`src/rtl/qc_pkg.sv`:
```
package qc_pkg;
   // Allowed ways to recognise the top level of a digit for carry purposes
   typedef enum logic [0:0] {
      CARRY_THRESHOLD = 1'b0,
      CARRY_EXACT     = 1'b1
   } carry_det_e;
endpackage

```
`src/rtl/qc_ab_cell.sv`:
```
// Storage element: next = MAX(a, MIN(b, q)); no inverted state anywhere.
module qc_ab_cell #(
   parameter int W = 2
) (
   input  logic         clk,
   input  logic         rst_n,
   input  logic [W-1:0] a,
   input  logic [W-1:0] b,
   output logic [W-1:0] q
);
   logic [W-1:0] kept;
   logic [W-1:0] nxt;

   always_comb begin
      kept = (b < q) ? b : q;
      nxt  = (a > kept) ? a : kept;
   end

   always_ff @(posedge clk) begin
      if (!rst_n) q <= '0;
      else        q <= nxt;
   end
endmodule

```
`src/rtl/qc_carry_det.sv`:
```
// Produces the top level when the digit is at its top value, else level 0.
module qc_carry_det #(
   parameter int              RADIX = 4,
   parameter int              W     = 2,
   parameter qc_pkg::carry_det_e MODE = qc_pkg::CARRY_THRESHOLD
) (
   input  logic [W-1:0] q,
   output logic [W-1:0] lvl
);
   localparam logic [W-1:0] TOP = W'(RADIX - 1);

   generate
      if (MODE == qc_pkg::CARRY_THRESHOLD) begin : g_thresh
         // upper threshold: no equality literal needed
         assign lvl = (q >= TOP) ? TOP : '0;
      end else begin : g_exact
         assign lvl = (q == TOP) ? TOP : '0;
      end
   endgenerate
endmodule

```
`src/rtl/qc_excite.sv`:
```
// Builds A/B drives for one digit from its value and its incoming carry level.
module qc_excite #(
   parameter int RADIX = 4,
   parameter int W     = 2
) (
   input  logic [W-1:0] q,
   input  logic [W-1:0] gate,
   output logic [W-1:0] a,
   output logic [W-1:0] b
);
   localparam logic [W-1:0] TOP = W'(RADIX - 1);

   logic [W-1:0] step;

   always_comb begin
      // one-position clockwise cycle
      step = (q >= TOP) ? '0 : q + 1'b1;
      // MIN with the gate: full step when gate is TOP, level 0 otherwise
      a    = (gate < step) ? gate : step;
      // lower threshold on the gate: keep path open only when not advancing
      b    = (gate < TOP) ? TOP : '0;
   end
endmodule

```
`src/rtl/quat_counter2.sv`:
```
module quat_counter2 #(
   parameter int                 RADIX    = 4,
   parameter qc_pkg::carry_det_e CARRY_MD = qc_pkg::CARRY_THRESHOLD
) (
   input  logic                       clk,
   input  logic                       rst_n,
   input  logic                       cnt_en,
   output logic [$clog2(RADIX)-1:0]   digit_lo,
   output logic [$clog2(RADIX)-1:0]   digit_hi,
   output logic                       at_max
);
   localparam int           W     = $clog2(RADIX);
   localparam int           NDIG  = 2;
   localparam logic [W-1:0] TOP   = W'(RADIX - 1);

   generate
      if (RADIX < 2) begin : g_bad_radix
         $error("quat_counter2: RADIX must be at least 2");
      end
   endgenerate

   logic [W-1:0] dig   [NDIG];
   logic [W-1:0] cdet  [NDIG];
   logic [W-1:0] gate  [NDIG+1];

   assign gate[0] = cnt_en ? TOP : '0;

   generate
      for (genvar i = 0; i < NDIG; i++) begin : g_digit
         logic [W-1:0] drv_a;
         logic [W-1:0] drv_b;

         qc_excite #(.RADIX(RADIX), .W(W)) u_exc (
            .q    (dig[i]),
            .gate (gate[i]),
            .a    (drv_a),
            .b    (drv_b)
         );

         qc_ab_cell #(.W(W)) u_cell (
            .clk   (clk),
            .rst_n (rst_n),
            .a     (drv_a),
            .b     (drv_b),
            .q     (dig[i])
         );

         qc_carry_det #(.RADIX(RADIX), .W(W), .MODE(CARRY_MD)) u_det (
            .q   (dig[i]),
            .lvl (cdet[i])
         );

         // carry chain: multilevel AND (MIN) of enable and lower-digit carries
         assign gate[i+1] = (cdet[i] < gate[i]) ? cdet[i] : gate[i];
      end
   endgenerate

   assign digit_lo = dig[0];
   assign digit_hi = dig[1];

   logic [W-1:0] all_top;
   assign all_top = (cdet[0] < cdet[1]) ? cdet[0] : cdet[1];
   assign at_max  = (all_top == TOP);
endmodule

```
`config.mk`:
```
export PLATFORM = sky130hd
export DESIGN_NAME = quat_counter2
export DESIGN_NICKNAME = d
export VERILOG_FILES = /design/src/rtl/qc_pkg.sv /design/src/rtl/qc_ab_cell.sv /design/src/rtl/qc_carry_det.sv /design/src/rtl/qc_excite.sv /design/src/rtl/quat_counter2.sv
export SDC_FILE = /design/constraint.sdc
export NUM_CORES = 1
export LEC_CHECK = 0
export BUFFER_PORTS_ARGS = -buffer_cell sky130_fd_sc_hd__buf_2
export CAP_MARGIN = 20
export CORE_AREA = 2 2 39 41
export CTS_CLUSTER_DIAMETER = 60
export CTS_CLUSTER_SIZE = 20
export DETAILED_ROUTE_END_ITERATION = 10
export DIE_AREA = 0 0 41 43
export RECOVER_POWER = 25
export REMOVE_ABC_BUFFERS = 1
export SLEW_MARGIN = 5
export SYNTH_ARGS = -nofsm -noshare
export SYNTH_HDL_FRONTEND = slang
export SYNTH_SLANG_ARGS = --single-unit
```
`constraint.sdc`:
```
create_clock -name clk -period 2.24 [get_ports clk]
set_input_delay 0.56 -clock clk [delete_from_list [all_inputs] [get_ports clk]]
set_output_delay 0.56 -clock clk [all_outputs]
set_load 0.03 [all_outputs]
```
Word-level counts from Yosys, hierarchy flattened
Cells that the tools add are included.
{ "totals": {"reg_bits": 4, "out_inout_bits": 5, "word_cells": 32} }
{ "classes": {"eq_ne": 1, "order_cmp": 12, "n_mux": 15, "addsub": 2} }
{ "op_table": {"columns": ["operator", "n"], "rows": [
  ["2-bit two-way mux", 15],
  ["2-bit < comparator", 6],
  ["2-bit by 1-bit adder with 2-bit output, second input constant", 2],
  ["2-bit >= comparator, second input constant", 2],
  ["2-bit greater-than comparator", 2],
  ["2-bit < comparator, second input constant", 2],
  ["2-bit equality test, second input constant", 1]
]} }

Depth between registers and ports, before layout
{ "logic_depth": {"word_depth": 10, "ltp_mapped": 11, "ltp_nobuf": 10} }

By module
A second synthesis with hierarchy kept.
{ "unflattened": {"cells_unflattened": 67, "area_unflattened_um2": 569.3} }
{ "by_module_without_submodules": {"columns": ["module", "n_inst", "cells_per_inst", "area_each_um2"], "rows": [
  ["qc_ab_cell", 2, 20, 176.4],
  ["qc_excite", 2, 8, 66.3],
  ["quat_counter2", 1, 7, 56.3],
  ["qc_carry_det", 2, 2, 13.8]
]} }

Least setup slack after synthesis
Ideal clock, no wire load.
{ "synth_timing": {"kind": "flip-flop to flip-flop", "from": "register g_digit[0].u_cell.q[1]", "to": "register g_digit[1].u_cell.q[0]", "setup_ns": 0.070, "t_arrival_ns": 2.234, "n_path_buf": 1, "setup_slack_ns": -0.064, "stages_incl_launch_ff": 12, "synth_period_minus_slack_ns": 2.304, "path_cell_list": "dfxtp_1 > ha_1 > and2_4 > buf_6 > inv_1 > ha_1 > a21oi_1 > nor2_1 > ha_1 > nand2b_1 > a211o_1 > a21boi_1"} }
{ "synth_via": {"elab_chain_len": 10, "word_cells_on_any_way": 12, "cone_classes": "6 x order compare; 6 x mux"} }
{ "synth_rtl": {"columns": ["item", "line_no", "text"], "rows": [
  ["from (decl)", "qc_ab_cell.sv:9", "output logic [W-1:0] q"],
  ["from (signal assigned)", "qc_ab_cell.sv:21", "else q <= nxt;"],
  ["2-bit >= comparator (*)", "qc_carry_det.sv:15", "assign lvl = (q >= TOP) ? TOP : '0;"],
  ["2-bit two-way mux (*)", "qc_carry_det.sv:15", null],
  ["2-bit < comparator", "quat_counter2.sv:54", "assign gate[i+1] = (cdet[i] < gate[i]) ? cdet[i] : gate[i];"],
  ["2-bit two-way mux (*)", "quat_counter2.sv:54", null],
  ["2-bit < comparator", "qc_excite.sv:21", "b = (gate < TOP) ? TOP : '0;"],
  ["2-bit two-way mux", "qc_excite.sv:21", null],
  ["2-bit < comparator", "qc_ab_cell.sv:15", "kept = (b < q) ? b : q;"],
  ["2-bit two-way mux", "qc_ab_cell.sv:15", null],
  ["2-bit greater-than comparator", "qc_ab_cell.sv:16", "nxt = (a > kept) ? a : kept;"],
  ["2-bit two-way mux (*)", "qc_ab_cell.sv:16", null],
  ["to (signal assigned)", "qc_ab_cell.sv:21", null],
  ["to (decl)", "qc_ab_cell.sv:9", null]
]} }
Every way passes the cells marked *; elsewhere a longest branch is shown, timed or not.
A chain may end at the register's enable or synchronous reset.

Worst setup path after layout
{ "layout_timing": {"from": "register g_digit[1].u_cell.q[0]", "to": "register g_digit[1].u_cell.q[0]"} }
{ "layout_via": {"elab_chain_len": 6, "word_cells_on_any_way": 9, "cone_classes": "1 x add/sub; 4 x order compare; 4 x mux"} }
{ "layout_rtl": {"columns": ["item", "line_no", "text"], "rows": [
  ["2-bit by 1-bit adder with 2-bit output / 2-bit >= comparator (equally long branches)", "qc_excite.sv:17", "step = (q >= TOP) ? '0 : q + 1'b1;"],
  ["2-bit two-way mux", "qc_excite.sv:17", null],
  ["2-bit < comparator", "qc_excite.sv:19", "a = (gate < step) ? gate : step;"],
  ["2-bit two-way mux", "qc_excite.sv:19", null],
  ["2-bit greater-than comparator", "qc_ab_cell.sv:16", null],
  ["2-bit two-way mux (*)", "qc_ab_cell.sv:16", null]
]} }
Marks and branches as above.

==> results.ini <==
[critical_path]
critPathLaunchType=flop
ff2ff_path_depth=9
path_cells=ha_1, inv_1, ha_1, o22ai_1, o21ai_1, ha_1, nand2b_1, a211o_1, a21boi_1
crit_path_end_kind=flop
cp_common_cell=ha_1
worst_ep_required_time_ps=2400
reg2reg_from=g_digit[1].u_cell.q[0]$_SDFF_PN0_
crit_type=reg -> reg
critPathMaxFanout=4
slowest_stage=dfxtp_1
rr_endpoint=g_digit[1].u_cell.q[0]$_SDFF_PN0_
critPathMaxStageDelay_ps=330
arrival_ps=2240
reg2reg_slack_ps=160

[min_path]
hp-start=rst_n
whs_endpoint=g_digit[0].u_cell.q[1]$_SDFF_PN0_
hp-class=in -> reg
hold_depth=2

[floorplanning]
die_w_um=41
io_pins=8
start_util_pct=34.81
die_height_um=43
core-area_mm2=0.001384
dieArea_mm2=0.001763
rows=14

[sta]
period_needed_ps=2080
finalCritPeriodShare_pct=92.86
rsz0062_at_grt=no
fmax_ghz=0.4808
drv_slew=0
setup-violations-final=0
fin_hold_ws_ps=587.5
skew_ps=1.885
worst_pin_slew_ps=358.0
hold_violations=0
slew_headroom_pct=76.24

[logic_synthesis]
synth-warning-count=0
yosys.area_share.adder_pct=41.56
synthMuxAreaShare_pct=0
synth.ff_latch_count=4
netlist_area_um2=481.7
synth_top_family_by_area=adder cells
synth_compound_area_share_pct=22.60
ys_types=19
ys_seq_area_share_pct=16.62
synth-simple-area-share_pct=9.091
synth-xor-area-share_pct=0
syn_avg_cell_area_um2=9.089
synthCells=53

[finish]
top_regs=g_digit.u_cell.q (4)
layout.cells.most_common=ha_1
fin_nets=85
drive_above_1_share_pct=26.56
regMostFlops=g_digit.u_cell.q
fin_util_pct=41.95
antenna_cells=0
final_cell_mix=ha_1 (15), inv_1 (10), buf_2 (6)
syn_to_final_growth_pct=20.52
largest_reg_flops=4

[power]
power.density_mw_per_mm2=648.0
swShare_pct=37.94
power.switching_mw=0.1427
combPwrFrac_pct=50.3
seqPwrFrac_pct=27.4
clock_power_share_pct=22.3
ir_drop_v=0.0003226
p_leak_nw=0.2824
p_int_mw=0.2335

[clocking]
post-cts-setup-buffer-count=0
worstSkewPairLatency_ps=230
clockRootBuffer=clkbuf_4
htree_levels=1
cts_buffer_depth=2
cts_num_sinks=4
clkTransAtPathRegs_ps=30
numCtsBuffers=3
cts_tree=built

[routing]
postRouteAntennaNets=0
drtIter0Drc=6
viasPerCell=4.863
dr.pass1.iters=2
num_vias=389
wl_per_cell_um=9.425
drc=0
wirelength_um=754

[global_route]
grt_pass1_vias=384
grt_pass1_wl_mm=1.421
overflow=0
grt_max_degree=6
grt_usage_pct=11.65
grt_antenna_before_repair=0

[run_status]
status=finished clean

[flow_run]
maxCapViolations=0

[placed_design]
place_congestion=0.7324
port_buffers=7
place_hpwl_um=676.5

metrics by stage:
step	area, µm²	setup WS (ps)	instances	power [mW]	TNS, ps
after CTS	563.0	94.34	80	0.3722	0
after detailed placement	540.5	-3.940	77	0.2847	-3.940
after global routing	580.6	39.61	80	0.4210	0
final	580.6	159.9	80	0.3762	0
after floorplan	470.5	-3.087	52	0.2406	-3.087
after global placement	540.5	27.43	77	0.2803	0
cell type report:
cell class	count	area, µm²
inverters	10	37.54
fillers	146	803.3
well taps	16	20.02
multi-input cells	38	369.1
repair buffers	9	48.80
flip-flops and latches	4	82.58
clock buffers	3	22.52
repair_timing:
item | 4_1_cts | 5_1_grt
hold buffers | 0 | 0
resized for setup | 0 | 4
setup endpoints to repair | 0 | 2
metal layers:
metal  GRT usage [%]  routed length (µm)
met1           13.83                 329
met3           1.571                  20
met4           6.000                   0
met2           19.06                 404
met5               0                   0
how the worst max path moves through the flow:
stage,from,slack [ps],cells after the start,to
2_1_floorplan,g_digit[0].u_cell.q[1]$_SDFF_PN0_,-3,10,g_digit[1].u_cell.q[0]$_SDFF_PN0_
3_3_place_gp,cnt_en,30,9,g_digit[1].u_cell.q[0]$_SDFF_PN0_
3_5_place_dp,cnt_en,-4,9,g_digit[1].u_cell.q[0]$_SDFF_PN0_
4_1_cts,g_digit[0].u_cell.q[0]$_SDFF_PN0_,90,9,g_digit[0].u_cell.q[0]$_SDFF_PN0_
5_1_grt,g_digit[0].u_cell.q[1]$_SDFF_PN0_,40,9,g_digit[0].u_cell.q[0]$_SDFF_PN0_
6_report,g_digit[1].u_cell.q[0]$_SDFF_PN0_,160,9,g_digit[1].u_cell.q[0]$_SDFF_PN0_
cells by family after synthesis:
group | Yosys count
AO/OA/AOI/OAI | 15
AND/OR/NAND/NOR | 7
flip-flops | 4
adder cells (fa/ha/maj) | 16
buffers and inverters | 11
synthesized netlist by cell type:
master / n / area [µm²]
ha_1: 16 / 200.2
inv_1: 10 / 37.54
dfxtp_1: 4 / 80.08
a21boi_1: 2 / 15.01
a21oi_1: 2 / 10.01
nand2b_1: 2 / 12.51
nor2b_1: 2 / 12.51
o2111ai_1: 2 / 17.52
o21bai_1: 2 / 15.01
o22ai_1: 2 / 12.51
a211o_1: 1 / 8.760
a221o_1: 1 / 10.01
and2_1: 1 / 6.260
and2_4: 1 / 8.760
buf_6: 1 / 11.26
nor2_1: 1 / 3.750
o21ai_0: 1 / 5.000
o21ai_1: 1 / 5.000
o21ba_2: 1 / 10.01
worst max-delay path, delay by kind of cell (launching register included):
family | cells | cell delay, ps
AOI/OAI and AO/OA | 4 | 710
DFF | 1 | 330
buffers and inverters | 1 | 50
and+or+nand+nor | 1 | 70
adders and majority gates | 3 | 850
power groups by stage:
stage	clock network, mW	logic (mW)	registers [mW]
after detailed placement	0	0.188	0.0969
after CTS	0.0877	0.188	0.0962
after floorplan	0	0.126	0.115
after global placement	0	0.183	0.0970
final	0.0839	0.189	0.103
after global routing	0.0914	0.224	0.106
Note: power is estimated with default switching activity, not from simulation.
